$ cat config.mk
export PLATFORM = sky130hd
export DESIGN_NAME = sync_perm_buffer
export DESIGN_NICKNAME = d
export VERILOG_FILES = /design/src/rtl/spb_pkg.sv /design/src/rtl/spb_slot.sv /design/src/rtl/spb_pick.sv /design/src/rtl/sync_perm_buffer.sv
export SDC_FILE = /design/constraint.sdc
export NUM_CORES = 1
export LEC_CHECK = 0
export BUFFER_PORTS_ARGS = -buffer_cell sky130_fd_sc_hd__buf_2
export CORE_ASPECT_RATIO = 1.25
export CORE_MARGIN = 1
export CORE_UTILIZATION = 33
export CTS_BUF_LIST = sky130_fd_sc_hd__clkbuf_4
export DETAILED_ROUTE_END_ITERATION = 16
export SLEW_MARGIN = 20
export SYNTH_ARGS = -nofsm -noshare
export SYNTH_HDL_FRONTEND = slang
export SYNTH_SLANG_ARGS = --single-unit
$ cat constraint.sdc
create_clock -name clk -period 2.7 [get_ports clk]
set_clock_uncertainty 0.05 [all_clocks]
set_input_delay 0.27 -clock clk [delete_from_list [all_inputs] [get_ports clk]]
set_output_delay 0.27 -clock clk [all_outputs]
set_load 0.005 [all_outputs]
$ cat src/rtl/spb_pkg.sv
package spb_pkg;

    typedef struct packed {
        logic ovw;
        logic err;
    } spb_flags_t;

    function automatic logic age_reached(input logic [63:0] diff, input int unsigned width);
        return ~diff[width-1];
    endfunction

endpackage

$ cat src/rtl/spb_slot.sv
module spb_slot #(
    parameter int TS_W   = 32,
    parameter int TYPE_W = 4,
    parameter int MEMB_W = 16
) (
    input  logic              clk,
    input  logic              rst_n,
    input  logic [TS_W-1:0]   now_i,
    input  logic              wr_i,
    input  logic              wr_forced_i,
    input  logic [TS_W-1:0]   wr_perm_i,
    input  logic [TYPE_W-1:0] wr_type_i,
    input  logic [MEMB_W-1:0] wr_memb_i,
    input  logic              pop_i,
    output logic              due_o,
    output logic [TS_W-1:0]   perm_o,
    output logic [TYPE_W-1:0] type_o,
    output logic [MEMB_W-1:0] memb_o,
    output logic              ovw_o
);
    typedef struct packed {
        logic              full;
        logic              forced;
        logic [TS_W-1:0]   perm;
        logic [TYPE_W-1:0] typ;
        logic [MEMB_W-1:0] memb;
    } slot_t;

    slot_t s_d, s_q;
    logic [TS_W-1:0] age;

    always_comb begin
        s_d = s_q;
        if (pop_i) begin
            s_d.full = 1'b0;
        end
        if (wr_i) begin
            s_d.full   = 1'b1;
            s_d.forced = wr_forced_i;
            s_d.perm   = wr_perm_i;
            s_d.typ    = wr_type_i;
            s_d.memb   = wr_memb_i;
        end
        age   = now_i - s_q.perm;
        due_o = s_q.full && (s_q.forced || spb_pkg::age_reached(64'(age), TS_W));
        ovw_o = wr_i && s_q.full && !pop_i;
    end

    always_ff @(posedge clk or negedge rst_n) begin
        if (!rst_n) begin
            s_q <= '0;
        end else begin
            s_q <= s_d;
        end
    end

    assign perm_o = s_q.perm;
    assign type_o = s_q.typ;
    assign memb_o = s_q.memb;

    assert_write_fills_R5: assert property (@(posedge clk) disable iff (!rst_n)
        wr_i |=> s_q.full);

    assert_pop_only_due_R3: assert property (@(posedge clk) disable iff (!rst_n)
        pop_i |-> due_o);

endmodule

$ cat src/rtl/spb_pick.sv
module spb_pick #(
    parameter int N     = 4,
    localparam int IDX_W = (N > 1) ? $clog2(N) : 1
) (
    input  logic             clk,
    input  logic             rst_n,
    input  logic [N-1:0]     req_i,
    output logic [N-1:0]     grant_o,
    output logic [IDX_W-1:0] idx_o,
    output logic             any_o
);
    always_comb begin
        grant_o = '0;
        idx_o   = '0;
        any_o   = 1'b0;
        for (int i = N - 1; i >= 0; i--) begin
            if (req_i[i]) begin
                grant_o    = '0;
                grant_o[i] = 1'b1;
                idx_o      = IDX_W'(i);
                any_o      = 1'b1;
            end
        end
    end

    assert_grant_onehot_R6: assert property (@(posedge clk) disable iff (!rst_n)
        $onehot0(grant_o));

    assert_grant_in_req_R6: assert property (@(posedge clk) disable iff (!rst_n)
        (grant_o & ~req_i) == '0);

endmodule

$ cat src/rtl/sync_perm_buffer.sv
module sync_perm_buffer #(
    parameter int N_MASTERS = 4,
    parameter int TS_W      = 32,
    parameter int TC_W      = 24,
    parameter int TYPE_W    = 4,
    parameter int MEMB_W    = 16,
    localparam int IDX_W    = (N_MASTERS > 1) ? $clog2(N_MASTERS) : 1
) (
    input  logic              clk,
    input  logic              rst_n,
    input  logic [TS_W-1:0]   now_i,
    input  logic [TC_W-1:0]   max_tc_i,
    input  logic              in_valid_i,
    input  logic [IDX_W-1:0]  in_master_i,
    input  logic [TYPE_W-1:0] in_type_i,
    input  logic [TS_W-1:0]   in_rx_ts_i,
    input  logic [TC_W-1:0]   in_tc_i,
    input  logic [MEMB_W-1:0] in_memb_i,
    input  logic              out_ready_i,
    output logic              out_valid_o,
    output logic [IDX_W-1:0]  out_master_o,
    output logic [TYPE_W-1:0] out_type_o,
    output logic [TS_W-1:0]   out_perm_ts_o,
    output logic [MEMB_W-1:0] out_memb_o,
    output logic              ovw_flag_o,
    output logic              tc_err_o
);
    import spb_pkg::*;

    typedef struct packed {
        logic              ov;
        logic [IDX_W-1:0]  om;
        logic [TYPE_W-1:0] ot;
        logic [TS_W-1:0]   op;
        logic [MEMB_W-1:0] omemb;
        spb_flags_t        flags;
    } top_t;

    top_t t_d, t_q;

    logic                  over_range;
    logic [TS_W-1:0]       entry_perm;
    logic [N_MASTERS-1:0]  wr_vec, due_vec, grant_vec, pop_vec, ovw_vec;
    logic [IDX_W-1:0]      pick_idx;
    logic                  pick_any;
    logic                  load;
    logic [TS_W-1:0]       sl_perm [N_MASTERS];
    logic [TYPE_W-1:0]     sl_type [N_MASTERS];
    logic [MEMB_W-1:0]     sl_memb [N_MASTERS];

    assign over_range = in_tc_i > max_tc_i;
    assign entry_perm = over_range ? in_rx_ts_i
                                   : in_rx_ts_i + TS_W'(max_tc_i) - TS_W'(in_tc_i);
    assign load       = !t_q.ov || out_ready_i;
    assign pop_vec    = grant_vec & {N_MASTERS{load}};

    for (genvar g = 0; g < N_MASTERS; g++) begin : g_slot
        assign wr_vec[g] = in_valid_i && (in_master_i == IDX_W'(g));
        spb_slot #(.TS_W(TS_W), .TYPE_W(TYPE_W), .MEMB_W(MEMB_W)) slot_i (
            .clk         (clk),
            .rst_n       (rst_n),
            .now_i       (now_i),
            .wr_i        (wr_vec[g]),
            .wr_forced_i (over_range),
            .wr_perm_i   (entry_perm),
            .wr_type_i   (in_type_i),
            .wr_memb_i   (in_memb_i),
            .pop_i       (pop_vec[g]),
            .due_o       (due_vec[g]),
            .perm_o      (sl_perm[g]),
            .type_o      (sl_type[g]),
            .memb_o      (sl_memb[g]),
            .ovw_o       (ovw_vec[g])
        );
    end

    spb_pick #(.N(N_MASTERS)) pick_i (
        .clk     (clk),
        .rst_n   (rst_n),
        .req_i   (due_vec),
        .grant_o (grant_vec),
        .idx_o   (pick_idx),
        .any_o   (pick_any)
    );

    always_comb begin
        t_d = t_q;
        if (load) begin
            t_d.ov = pick_any;
            if (pick_any) begin
                t_d.om    = pick_idx;
                t_d.ot    = sl_type[pick_idx];
                t_d.op    = sl_perm[pick_idx];
                t_d.omemb = sl_memb[pick_idx];
            end
        end
        if (|ovw_vec) begin
            t_d.flags.ovw = 1'b1;
        end
        if (in_valid_i && over_range) begin
            t_d.flags.err = 1'b1;
        end
    end

    always_ff @(posedge clk or negedge rst_n) begin
        if (!rst_n) begin
            t_q <= '0;
        end else begin
            t_q <= t_d;
        end
    end

    assign out_valid_o   = t_q.ov;
    assign out_master_o  = t_q.om;
    assign out_type_o    = t_q.ot;
    assign out_perm_ts_o = t_q.op;
    assign out_memb_o    = t_q.omemb;
    assign ovw_flag_o    = t_q.flags.ovw;
    assign tc_err_o      = t_q.flags.err;

    assert_stall_hold_R7: assert property (@(posedge clk) disable iff (!rst_n)
        (out_valid_o && !out_ready_i) |=> (out_valid_o && $stable(out_master_o)
            && $stable(out_perm_ts_o) && $stable(out_type_o) && $stable(out_memb_o)));

    assert_ovw_sticky_R8: assert property (@(posedge clk) disable iff (!rst_n)
        ovw_flag_o |=> ovw_flag_o);

    assert_err_sticky_R8: assert property (@(posedge clk) disable iff (!rst_n)
        tc_err_o |=> tc_err_o);

    assert_err_on_range_R4: assert property (@(posedge clk) disable iff (!rst_n)
        (in_valid_i && (in_tc_i > max_tc_i)) |=> tc_err_o);

endmodule

==> results.sh <==
export IMPL_fin_crit_ns=3.18
export IMPL_stdcell_area_um2=26100
export IMPL_worstPathCellList="inv_2, ha_4, nand4_1, nor4_1, buf_4, o211ai_1, a21oi_2, buf_6, nor4_4, nor3_4, buf_12, buf_12, nor3_1, o21ai_0, o211a_1"
export IMPL_clock_sinks=273
export IMPL_syn_area_um2=18300
export IMPL_worstMarginPinSlew_ns=1.08
export IMPL_start_util_pct=33.4
export IMPL_dieArea_um2=56500
export IMPL_seq_area_frac_synth_pct=37.3
export IMPL_synth_distinct_cells=75
export IMPL_finalNetCount=3138
export IMPL_multi_input_area_um2=11100
export IMPL_hp_class="input pin to flop"
export IMPL_p_leak_nw=13.0
export IMPL_synth_edf_count=0
export IMPL_hold_viol=0
export IMPL_cp_common_cell="buf_12"
export IMPL_grtUsageTotal_pct=23.6
export IMPL_dieWidth_um=213
export IMPL_wl_um=66500
export IMPL_vias=18168
export IMPL_cp_slowest_stage_delay_ns=0.39
export IMPL_drc_errors=0
export IMPL_dr_first_iter_drc_count=1099
export IMPL_min_path_cells=5
export IMPL_cp_max_fo=8
export IMPL_clkTransAtPathRegs_ns=0.06
export IMPL_dieHeight_um=265
export IMPL_gp_congestion=0.900
export IMPL_cp_depth=15
export IMPL_cpLargestDelayFamily="simple AND/OR/NAND/NOR gates"
export IMPL_synth_cells=2139
export IMPL_n_fill_cell=5293
export IMPL_drive_above_1_share_pct=33.2
export IMPL_rsz0062_at_grt="yes"
export IMPL_slew_viol_final=0
export IMPL_cts_tree="done"
export IMPL_p_total_w=0.0220
export IMPL_clockBufferDepth=3
export IMPL_cp_data_required_time_ns=3.37
export IMPL_antenna_found_initial=8
export IMPL_r2r_cells=15
export IMPL_area_delta_synth_final_pct=42.3
export IMPL_power_density_nw_per_um2=844
export IMPL_cts_made_buffers=80
export IMPL_post_dp_cell_area_um2=23400
export IMPL_drt_pass1_iterations=5
export IMPL_avgSynthCellArea_um2=8.56
export IMPL_slowest_stage="dfrtp_1"
export IMPL_grt_max_degree=48
export IMPL_ys_seq_elements=273
export IMPL_end_kind="flop"
export IMPL_violations="setup timing"
export IMPL_dpl_hpwl_um=48600
export IMPL_timing_final_crit_share_pct=118
export IMPL_grt_pass1_vias=18920
export IMPL_fmax_mhz=314
export IMPL_maxCapViolations=0
export IMPL_synthArstFlopShare_pct=100
export IMPL_cp_buffers_inverters=5
export IMPL_portBuffers=194
export IMPL_grt_pass1_wl_um=103000
export IMPL_cts_root_buf="clkbuf_4"
export IMPL_setup_viol=59
export IMPL_yosysWarnings=0
export IMPL_ant_nets=0
export IMPL_syn_nets=2477
export IMPL_regArea_um2=6830
export IMPL_outcome="complete, but fails checks"
export IMPL_rows=96
export IMPL_wl_per_cell_um=18.5
export IMPL_critical_path_class="flop to flop"
export IMPL_maxSlewHeadroom_pct=27.9
export IMPL_synth_ff_type="dfrtp_1"
export IMPL_irDropWorstVdd_uv=409
export IMPL_io_pins=195
export IMPL_layout_setup_ws_ns=-0.480
export IMPL_cts_max_level=3
export IMPL_globalRoute_totalOverflow=0
export IMPL_worstPathArrival_ns=3.85
export IMPL_via_per_inst=5.05
export IMPL_startpoint_type="flop"
export IMPL_core_area_um2=54900
export IMPL_clk_latency_ns=0.79
==> logic make-up (layout without fill, tap and decap cells) <==
logic type,after synthesis,after routing,synth area share [%]
simple gates,737,737,17.7
compound gates,531,531,20.1
buf+inv,345,1065,7.54
flops,273,273,37.3
fa+ha+maj,200,200,14.6
xor+xnor,29,29,1.39
mux,24,24,1.31
other cells,0,7,0
==> layer usage <==
layer | vias to the layer above | track usage (%) | share of wire [%]
met3 | 126 | 3.93 | 4.7
met5 | - | 0 | 0.039
met2 | 470 | 42.1 | 51
met4 | 4 | 9.84 | 3.6
met1 | 8780 | 27.6 | 41
li1 | 8788 | - | -
==> stage by stage <==
step	TNS, ns	hold slack [ns]	instances	setup slack (ns)	util (%)
finish	-23.45	0.0659	3601	-0.480	47.5
global route	-34.33	0.0400	3600	-0.685	47.5
CTS	-24.86	0.00717	3580	-0.509	46.5
detailed placement	-103.55	0.250	3365	-0.811	42.6
global placement	-95.76	0.243	3365	-0.753	42.6
floorplan	-9.43	-0.0756	2139	-0.322	-
==> what timing repair did <==
item,4_1_cts,5_1_grt
buffers inserted,15,15
cloned,5,2
pin swaps,24,46
hold endpoints to repair,444,0
hold buffers,54,0
endpoints found under the setup margin,66,85
gates resized for setup,73,90
==> state kept, by name, summed over array words and instances (netlist names) <==
| signal | count |
|---|---|
| g_slot.slot_i.memb_o | 64 |
| g_slot.slot_i.perm_o | 128 |
| g_slot.slot_i.s_q | 8 |
| g_slot.slot_i.type_o | 16 |
| out_master_o | 2 |
| out_memb_o | 16 |
| out_perm_ts_o | 32 |
| out_type_o | 4 |
| out_valid_o | 1 |
| ovw_flag_o | 1 |
| tc_err_o | 1 |
==> area by class of cell <==
type	instances	area share, %
Antenna cell	7	0.0672
Clock buffer	117	3.37
Clock inverter	24	0.475
Inverter	235	3.39
Multi-Input combinational cell	1521	42.5
Sequential cell	273	26.2
Tap cell	735	3.53
Timing Repair Buffer	689	20.4
==> worst register-to-register path: stages, from the launching register on <==
cell and delay [ns]:
dfrtp_1 0.39, inv_2 0.07, ha_4 0.27, nand4_1 0.13, nor4_1 0.32, buf_4 0.18, o211ai_1 0.15, a21oi_2 0.19
buf_6 0.16, nor4_4 0.07, nor3_4 0.32, buf_12 0.20, buf_12 0.15, nor3_1 0.05, o21ai_0 0.22, o211a_1 0.19
==> where the power goes <==
group	switching (W)	internal (W)
clock	0.00190	0.00208
combinational	0.00602	0.00582
sequential	0.000838	0.00534
total	0.00876	0.0132
==> cell usage in the layout, fill, tap and decap left out, drive strengths merged, types with 20 or more instances in the layout <==
master / n
or4: 22
fa: 24
nor3: 59
o211a: 33
dlygate4sd3: 53
dfrtp: 273
o31ai: 30
o22a: 33
clkbuf: 119
nand4: 24
nand2: 432
mux2i: 24
a21o: 25
inv: 239
nor2: 102
o21ai: 188
a2bb2oi: 20
buf: 634
a21oi: 91
ha: 176
o221a: 20
nand3: 47
==> Yosys cell counts, types with 26 or more instances <==
cell type,instances,area [um^2]
inv_1,235,882
o211a_1,32,320
nor3_1,58,290
ha_1,176,2200
o31ai_1,30,225
nand3_1,46,230
nand2_1,431,1620
clkbuf_1,84,315
nor2_1,102,383
a21oi_1,90,450
o21ai_0,162,811
dfrtp_1,273,6830
o22a_1,33,289
o21ai_1,26,130
==> final timing paths <==
path / startpoint / endpoint / slack [ns]
max: g_slot[2].slot_i.perm_o[29] / out_perm_ts_o[13] / -0.48
min: in_rx_ts_i[21] / g_slot[1].slot_i.perm_o[21] / 0.07
max reg2reg: g_slot[2].slot_i.perm_o[29] / out_perm_ts_o[13] / -0.48
min reg2reg: g_slot[2].slot_i.memb_o[10] / g_slot[2].slot_i.memb_o[10] / 0.42
max in group asynchronous: rst_n / g_slot[2].slot_i.perm_o[3] / 1.47
min in group asynchronous: rst_n / g_slot[0].slot_i.memb_o[6] / 0.47
(Power assumes the default switching activity.)
